$ cat src/rtl/lix_pkg.sv
package lix_pkg;

  localparam int unsigned OPC_W = 6;
  localparam int unsigned FN_W  = 6;

  localparam logic [OPC_W-1:0] OPC_REGREG = 6'b000000;
  localparam logic [OPC_W-1:0] OPC_ORIMM  = 6'b001101;
  localparam logic [OPC_W-1:0] OPC_ANDIMM = 6'b001100;
  localparam logic [OPC_W-1:0] OPC_XORIMM = 6'b001110;
  localparam logic [FN_W-1:0]  FN_ADDU    = 6'b100001;

  typedef enum logic [1:0] {
    ALU_OR  = 2'd0,
    ALU_AND = 2'd1,
    ALU_XOR = 2'd2,
    ALU_ADD = 2'd3
  } alu_op_e;

endpackage

$ cat src/rtl/lix_decode.sv
module lix_decode
  import lix_pkg::*;
#(
  parameter int unsigned INSTR_W = 32,
  parameter int unsigned REG_AW  = 5,
  parameter int unsigned IMM_W   = 16
) (
  input  logic [INSTR_W-1:0] instr,
  output logic               legal,
  output alu_op_e            op,
  output logic               use_imm,
  output logic [REG_AW-1:0]  src_a,
  output logic [REG_AW-1:0]  src_b,
  output logic [REG_AW-1:0]  dst,
  output logic [IMM_W-1:0]   imm
);

  localparam int unsigned OPC_LSB = INSTR_W - OPC_W;
  localparam int unsigned RS_LSB  = OPC_LSB - REG_AW;
  localparam int unsigned RT_LSB  = RS_LSB - REG_AW;
  localparam int unsigned RD_LSB  = RT_LSB - REG_AW;

  logic [OPC_W-1:0]  opc;
  logic [FN_W-1:0]   fn;
  logic [REG_AW-1:0] rd_field;

  assign opc      = instr[OPC_LSB +: OPC_W];
  assign fn       = instr[FN_W-1:0];
  assign rd_field = instr[RD_LSB +: REG_AW];
  assign src_a    = instr[RS_LSB +: REG_AW];
  assign src_b    = instr[RT_LSB +: REG_AW];
  assign imm      = instr[IMM_W-1:0];

  always_comb begin
    legal   = 1'b0;
    op      = ALU_OR;
    use_imm = 1'b1;
    dst     = instr[RT_LSB +: REG_AW];
    case (opc)
      OPC_ORIMM: begin
        legal = 1'b1;
        op    = ALU_OR;
      end
      OPC_ANDIMM: begin
        legal = 1'b1;
        op    = ALU_AND;
      end
      OPC_XORIMM: begin
        legal = 1'b1;
        op    = ALU_XOR;
      end
      OPC_REGREG: begin
        use_imm = 1'b0;
        dst     = rd_field;
        if (fn == FN_ADDU) begin
          legal = 1'b1;
          op    = ALU_ADD;
        end
      end
      default: begin
        legal = 1'b0;
      end
    endcase
  end

endmodule

$ cat src/rtl/lix_alu.sv
module lix_alu
  import lix_pkg::*;
#(
  parameter int unsigned DATA_W = 32,
  parameter int unsigned IMM_W  = 16
) (
  input  alu_op_e           op,
  input  logic              use_imm,
  input  logic [DATA_W-1:0] a,
  input  logic [DATA_W-1:0] b_reg,
  input  logic [IMM_W-1:0]  imm,
  output logic [DATA_W-1:0] result
);

  localparam int unsigned PAD_W = DATA_W - IMM_W;

  logic [DATA_W-1:0] imm_wide;
  logic [DATA_W-1:0] b;

  assign imm_wide = {{PAD_W{1'b0}}, imm};
  assign b        = use_imm ? imm_wide : b_reg;

  always_comb begin
    case (op)
      ALU_OR:  result = a | b;
      ALU_AND: result = a & b;
      ALU_XOR: result = a ^ b;
      ALU_ADD: result = a + b;
      default: result = '0;
    endcase
  end

endmodule

$ cat src/rtl/lix_regfile.sv
module lix_regfile #(
  parameter int unsigned DATA_W = 32,
  parameter int unsigned REG_AW = 5
) (
  input  logic              clk,
  input  logic              rst,
  input  logic [REG_AW-1:0] raddr_a,
  output logic [DATA_W-1:0] rdata_a,
  input  logic [REG_AW-1:0] raddr_b,
  output logic [DATA_W-1:0] rdata_b,
  input  logic              we,
  input  logic [REG_AW-1:0] waddr,
  input  logic [DATA_W-1:0] wdata,
  input  logic [REG_AW-1:0] dbg_addr,
  output logic [DATA_W-1:0] dbg_data
);

  localparam int unsigned NREGS = 1 << REG_AW;

  logic [DATA_W-1:0] mem [NREGS];

  always_ff @(posedge clk) begin
    if (rst) begin
      for (int i = 0; i < NREGS; i++) begin
        mem[i] <= '0;
      end
    end else if (we && (waddr != '0)) begin
      mem[waddr] <= wdata;
    end
  end

  always_ff @(posedge clk) begin
    if (rst) begin
      dbg_data <= '0;
    end else begin
      dbg_data <= mem[dbg_addr];
    end
  end

  assign rdata_a = mem[raddr_a];
  assign rdata_b = mem[raddr_b];

  AST_R0_OPERAND_ZERO: assert property (@(posedge clk) disable iff (rst)
    (raddr_a == '0) |-> (rdata_a == '0));

endmodule

$ cat src/rtl/lix_exec_top.sv
module lix_exec_top
  import lix_pkg::*;
#(
  parameter int unsigned INSTR_W = 32,
  parameter int unsigned DATA_W  = 32,
  parameter int unsigned REG_AW  = 5,
  parameter int unsigned IMM_W   = 16
) (
  input  logic               clk,
  input  logic               rst,
  input  logic               instr_valid_i,
  input  logic [INSTR_W-1:0] instr_i,
  input  logic [REG_AW-1:0]  dbg_addr_i,
  output logic [DATA_W-1:0]  dbg_data_o,
  output logic               illegal_o
);

  logic              legal;
  alu_op_e           op;
  logic              use_imm;
  logic [REG_AW-1:0] src_a;
  logic [REG_AW-1:0] src_b;
  logic [REG_AW-1:0] dst;
  logic [IMM_W-1:0]  imm;
  logic [DATA_W-1:0] opnd_a;
  logic [DATA_W-1:0] opnd_b;
  logic [DATA_W-1:0] alu_res;
  logic              wr_en;
  logic              started;

  lix_decode #(
    .INSTR_W(INSTR_W),
    .REG_AW (REG_AW),
    .IMM_W  (IMM_W)
  ) u_decode (
    .instr  (instr_i),
    .legal  (legal),
    .op     (op),
    .use_imm(use_imm),
    .src_a  (src_a),
    .src_b  (src_b),
    .dst    (dst),
    .imm    (imm)
  );

  lix_regfile #(
    .DATA_W(DATA_W),
    .REG_AW(REG_AW)
  ) u_regfile (
    .clk     (clk),
    .rst     (rst),
    .raddr_a (src_a),
    .rdata_a (opnd_a),
    .raddr_b (src_b),
    .rdata_b (opnd_b),
    .we      (wr_en),
    .waddr   (dst),
    .wdata   (alu_res),
    .dbg_addr(dbg_addr_i),
    .dbg_data(dbg_data_o)
  );

  lix_alu #(
    .DATA_W(DATA_W),
    .IMM_W (IMM_W)
  ) u_alu (
    .op     (op),
    .use_imm(use_imm),
    .a      (opnd_a),
    .b_reg  (opnd_b),
    .imm    (imm),
    .result (alu_res)
  );

  assign wr_en = instr_valid_i && legal;

  always_ff @(posedge clk) begin
    if (rst) begin
      illegal_o <= 1'b0;
      started   <= 1'b0;
    end else begin
      illegal_o <= instr_valid_i && !legal;
      started   <= 1'b1;
    end
  end

  AST_ILLEGAL_NEEDS_VALID: assert property (@(posedge clk) disable iff (rst)
    illegal_o |-> $past(instr_valid_i));

  AST_AND_UPPER_ZERO: assert property (@(posedge clk) disable iff (rst)
    (wr_en && op == ALU_AND) |-> (alu_res[DATA_W-1:IMM_W] == '0));

  AST_OR_UPPER_KEPT: assert property (@(posedge clk) disable iff (rst)
    (wr_en && op == ALU_OR) |-> (alu_res[DATA_W-1:IMM_W] == opnd_a[DATA_W-1:IMM_W]));

  AST_DBG_R0_ZERO: assert property (@(posedge clk) disable iff (rst)
    (started && $past(dbg_addr_i) == '0 && !$past(rst)) |-> (dbg_data_o == '0));

endmodule

$ cat config.mk
export PLATFORM = sky130hd
export DESIGN_NAME = lix_exec_top
export DESIGN_NICKNAME = d
export VERILOG_FILES = /design/src/rtl/lix_pkg.sv /design/src/rtl/lix_decode.sv /design/src/rtl/lix_alu.sv /design/src/rtl/lix_regfile.sv /design/src/rtl/lix_exec_top.sv
export SDC_FILE = /design/constraint.sdc
export NUM_CORES = 2
export LEC_CHECK = 0
export BUFFER_PORTS_ARGS = -buffer_cell sky130_fd_sc_hd__buf_2
export CAP_MARGIN = 20
export CORE_MARGIN = 1.5
export CORE_UTILIZATION = 40
export CTS_CLUSTER_DIAMETER = 40
export CTS_CLUSTER_SIZE = 25
export DETAILED_ROUTE_END_ITERATION = 10
export GPL_TIMING_DRIVEN = 0
export PLACE_DENSITY = 0.68
export SKIP_CTS_REPAIR_TIMING = 1
export SLEW_MARGIN = 5
export SYNTH_ARGS = -nofsm -noshare
export SYNTH_HDL_FRONTEND = slang
export SYNTH_HIERARCHICAL = 1
export SYNTH_SLANG_ARGS = --single-unit
export TNS_END_PERCENT = 100
$ cat constraint.sdc
create_clock -name clk -period 5.4 [get_ports clk]
set_input_delay 1.08 -clock clk [delete_from_list [all_inputs] [get_ports clk]]
set_output_delay 1.08 -clock clk [all_outputs]
set_load 0.02 [all_outputs]
Yosys cells after proc, flatten, opt, wreduce, memory -nomap -nowiden
Memory sizes are Yosys's and may differ from the RTL's. A register that Yosys moved wholly into a read port is not among the register bits. Index checks and enable logic that the tools add are counted.

Memories kept: 1. Logic and storage cells: 37. Input bits: 40. Bits in registers: 1. RAM bits: 1024. Output and inout bits: 33.

Memory list: u_regfile.mem (words 32, width 32, rd ports 3, clocked after memory_dff 1, write ports 32, line lix_regfile.sv:20) `logic [DATA_W-1:0] mem [NREGS];`.

Reduce and logical (&&, ||, !) cells: 9. Bitwise logic cells: 3. Multiplexer cells: 15. Add/subtract/negate cells: 1. Eq/ne operators: 7.

Operators by type and width (count): $pmux 32 s4 (1); $mux 32 (2); $add 32x32->32 (1); $and 32x32->32 (1); $or 32x32->32 (1); $reduce_or 32->1 (1); $xor 32x32->32 (1); $eq 6x4->1 const B (3); $mux 5 (2); $mux 1 (7); $eq 6x6->1 const B (1); $logic_not 6->1 (1); $pmux 2 s3 (1); $reduce_bool 5->1 (1); $eq 2x2->1 const B (2); $logic_and 1x1->1 (3); $reduce_or 3->1 (1); $eq 2x1->1 const B (1); $logic_not 2->1 (1); $mux 2 (1); $pmux 1 s2 (1); $logic_not 1->1 (1).

Longest topological paths before layout
Word-level depth: 10. Depth in mapped cells: 21. Mapped depth without buffers: 16.

Cells and area by module
Netlist, hierarchy kept.

Modules (own cells, without submodules): lix_regfile (instances 1, seq. area each 31390.1 µm², area an instance 62717.7 µm², cells an instance 3802); lix_alu (instances 1, seq. area each 0.0 µm², area an instance 3718.6 µm², cells an instance 566); lix_decode (instances 1, seq. area each 0.0 µm², area an instance 361.6 µm², cells an instance 44); lix_exec_top (instances 1, seq. area each 20.0 µm², area an instance 40.0 µm², cells an instance 3).

Worst setup path before layout
Ideal clock, no wire load.

Path type: input -> register. Start point: input port instr_i[16]. End point: memory u_regfile.mem[10][30], data pin. Required time: 5.145 ns. Stages: 21. Setup time: 0.255 ns. Data arrival time: 5.084 ns. Path slack: 0.061 ns. Buffers on the path: 5. Path through: buf_4 > clkbuf_1 > buf_6 > buf_6 > mux4_2 > mux4_2 > mux2_2 > mux2i_1 > inv_1 > ha_1 > inv_1 > fa_1 > nand2b_1 > a211oi_2 > o21ai_0 > o21ai_0 > a311oi_1 > xor2_1 > a21oi_1 > clkbuf_1 > and2_1.

RTL lines: from (decl) (line lix_exec_top.sv:12) `input logic [INSTR_W-1:0] instr_i,`; to (decl) (line lix_regfile.sv:20).

==> run summary <==
Vias in the first global route = 45390
Clock period minus worst slack = 5.570 ns
Fill cell count = 14010
Worst-margin pin slew = 1.245 ns
Total of max-cap violations = 0
Worst Hold Class = input pin to flip-flop
Share of layout cells above drive strength 1 = 0.3588
Failing checks = setup timing
Clk_lat worst skew = 0.82 ns
Worst Setup End Kind = flip-flop
Clock-pin slew on the worst setup and hold paths = 0.06 ns
Reg2reg setup slack = 0.41 ns
R2r endpoint = u_regfile/mem[9][24]
# clock sinks = 1057
Cells after synthesis = 4415
DP Cell Count = 6723
Initial antenna violation count = 19
Clock buffer depth = 3
RSZ-0062 raised after global routing = yes
Drt total wl = 275.6 mm
Fmax = 179.5 MHz
Tot Pwr = 23.50 mW
Avg WL per Cell = 39.24 um
Core ar. = 165400 um^2
Finished layout cell area = 77200 um^2
Io pins = 73
Post-Syn Area = 66840 um^2
Setup crit start kind = input pin
First-pass DRT Iterations = 10
Net count, final = 4814
CTS Buf Count = 142
Final setup vio count = 139
Status = complete, but fails checks
Die area = 169600 um^2
CTS tree = done
Routability cong. = 1.042
Depth of the most critical reg-to-reg path = 15
Max transition margin = 0.1700
Largest net degree at the start of global routing = 33
Gr usage total = 0.3183
Skew final = 0.03948 ns
Final worst slack = -0.1705 ns
Drt drc = 0
Row count = 149
DIE HEIGHT = 411.8 um
H-tree depth reported by CTS = 4
Asr flop ratio synth = 0
Cell taking the most area after synthesis = edfxtp_1
Initial Util = 0.4042
Yosys Warn Count = 6
GR Overflow Total = 0
Area Overhead vs Synth = 15.51%
Area after DPL = 70420 um^2
Hold Vio Cnt, Final = 0
Top FF cell, synth = edfxtp_1
Pwr Density = 304.4 nW/um^2
#FFs+latches synth = 1057
CP startpoint = instr_i[17]
First-pass GRT wire length = 367.4 mm
Die width = 411.8 um
Count of cell types in the netlist = 84
Via-to-Cell Ratio = 6.851
Worst Path Arrival = 6.12 ns
Pins over their slew limit = 0
Syn_area_per_cell = 15.14 um^2
Largest vdd supply drop = 0.0003413 V
Seq/Total Area, Yosys = 0.4699
LEAKAGE = 27.81 nW
RR Startpoint = u_regfile/mem[22][12]
Crit Path Max Fanout = 10
Clock root cell = clkbuf_16
HP Start = instr_valid_i
Final Cycle Share = 1.032
Top cell type's share of synthesized area = 0.4601
Layout Cells excl Fill = 7025
DR iter-0 viols = 8791
WHS Endpoint = illegal_o
Post-route ant nets = 0
Sum Neg Setup Slack = -9.637 ns
WHS Path Cells = 2
Worst slack, placed = -2.940 ns
Via count = 48130
Kind of critical path = input pin to flip-flop
Synth top area cells = edfxtp_1 (46%), mux4_2 (29%), and2_1 (9.3%)
Post-synth EDFFs = 1024
Storage element area = 31410 um^2
Worst Path Required = 5.95 ns
Multi-input logic area = 33540 um^2
HPWL after DPL = 206.7 mm
Port bufs = 58
==> registers in the layout, indices dropped and copies added, names as in the netlist <==
name                count
illegal_o               1
u_regfile/mem        1024
u_regfile/dbg_data     32
==> routing by layer <==
metal,share of wire,global-route usage
met2,0.43,0.4605
met3,0.18,0.1554
met4,0.070,0.1867
met5,0.0022,0.007914
met1,0.32,0.3830
==> logic make-up (layout without fill, tap and decap cells) <==
kind of cell | count (synthesis) | count (layout) | share of synthesized area
buffers and inverters | 579 | 960 | 0.04014
other | 1 | 41 | 0.00005611
and+or+nand+nor | 1284 | 1284 | 0.1144
muxes | 1088 | 1088 | 0.3269
AOI/OAI and AO/OA | 319 | 319 | 0.03338
DFF | 1057 | 1057 | 0.4699
adders and majority gates | 65 | 65 | 0.01228
xor gates and xnor gates | 22 | 22 | 0.002883
==> synthesized netlist by cell type (33+ instances only) <==
master,count
a21oi_1,74
a22oi_1,35
a31oi_1,34
and2_1,996
buf_1,41
buf_2,51
buf_4,69
clkbuf_1,319
dfxtp_1,33
edfxtp_1,1024
ha_1,64
inv_1,75
mux2_2,65
mux2i_1,151
mux4_2,866
nand2_1,68
nor2_1,98
o21ai_0,53
==> worst max-delay path by stage <==
| stage | slack [ns] | to | depth (start not counted) |
|---|---|---|---|
| after floorplan | 0.06 | u_regfile/mem[10][30] | 21 |
| after global placement | -3.33 | u_regfile/mem[6][24] | 21 |
| after detailed placement | -2.94 | u_regfile/mem[9][24] | 20 |
| after CTS | -2.10 | u_regfile/mem[9][24] | 20 |
| after global routing | -0.1 | u_regfile/mem[3][9] | 17 |
| final | -0.17 | u_regfile/mem[9][24] | 19 |
==> area by class of cell <==
| class | count | share of cell area |
|---|---|---|
| Antenna cell | 9 | 0.0002917 |
| Multi-Input combinational cell | 2810 | 0.4344 |
| Clock inverter | 107 | 0.01538 |
| Buffer | 498 | 0.04039 |
| Sequential cell | 1057 | 0.4068 |
| Timing Repair Buffer | 125 | 0.01580 |
| Tap cell | 2189 | 0.03548 |
| Clock buffer | 155 | 0.04774 |
| Inverter | 75 | 0.003646 |
==> power breakdown <==
part / internal (mW) / total [mW] / leakage, nW / switching (mW)
sequential: 9.29 / 9.53 / 10.8 / 0.241
clock: 5.57 / 9.74 / 2.34 / 4.18
combinational: 1.59 / 4.23 / 14.6 / 2.63
total: 16.4 / 23.5 / 27.8 / 7.05
==> stage by stage <==
step,utilization,hold slack [ns]
floorplan,-,0.7204
global placement,0.4232,0.8926
detailed placement,0.4259,0.9086
CTS,0.4553,0.5203
global route,0.4667,0.5402
finish,0.4669,0.5381
==> worst max-delay path, stage by stage <==
cell and delay [ns]:
buf_2 0.19, buf_4 0.18, buf_6 0.18, clkbuf_2 0.47, mux4_2 0.43, mux4_2 0.47
mux2_2 0.30, mux2i_4 0.24, ha_1 0.17, buf_2 0.20, nand4_1 0.22, or2_2 0.37
o211a_4 0.27, o41ai_4 0.54, xnor2_2 0.20, a21oi_4 0.09, buf_12 0.19, buf_6 0.16
and2_1 0.15
==> layout by cell type, fill, tap and decap left out, types with 10 or more instances in the layout <==
master	instances
o21ai_0	48
clkbuf_16	149
clkinvlp_4	16
mux2i_1	137
a21oi_4	16
a22oi_1	33
a31oi_1	32
dfxtp_1	33
a21oi_2	18
clkbuf_1	201
mux2_4	10
clkbuf_2	76
inv_6	30
a221o_1	32
inv_1	75
nand2_1	67
or2_2	32
xnor2_1	10
clkinv_8	10
a21oi_1	43
buf_12	22
buf_8	31
clkbuf_4	24
edfxtp_1	1024
buf_1	11
buf_2	117
nand4_1	16
inv_8	17
nor2_1	96
mux2i_4	10
conb_1	32
buf_4	73
nand2b_1	20
ha_1	57
buf_6	62
mux4_2	866
a221oi_1	23
mux2_2	60
and2_1	996
Power figures use the tool's default switching activity.
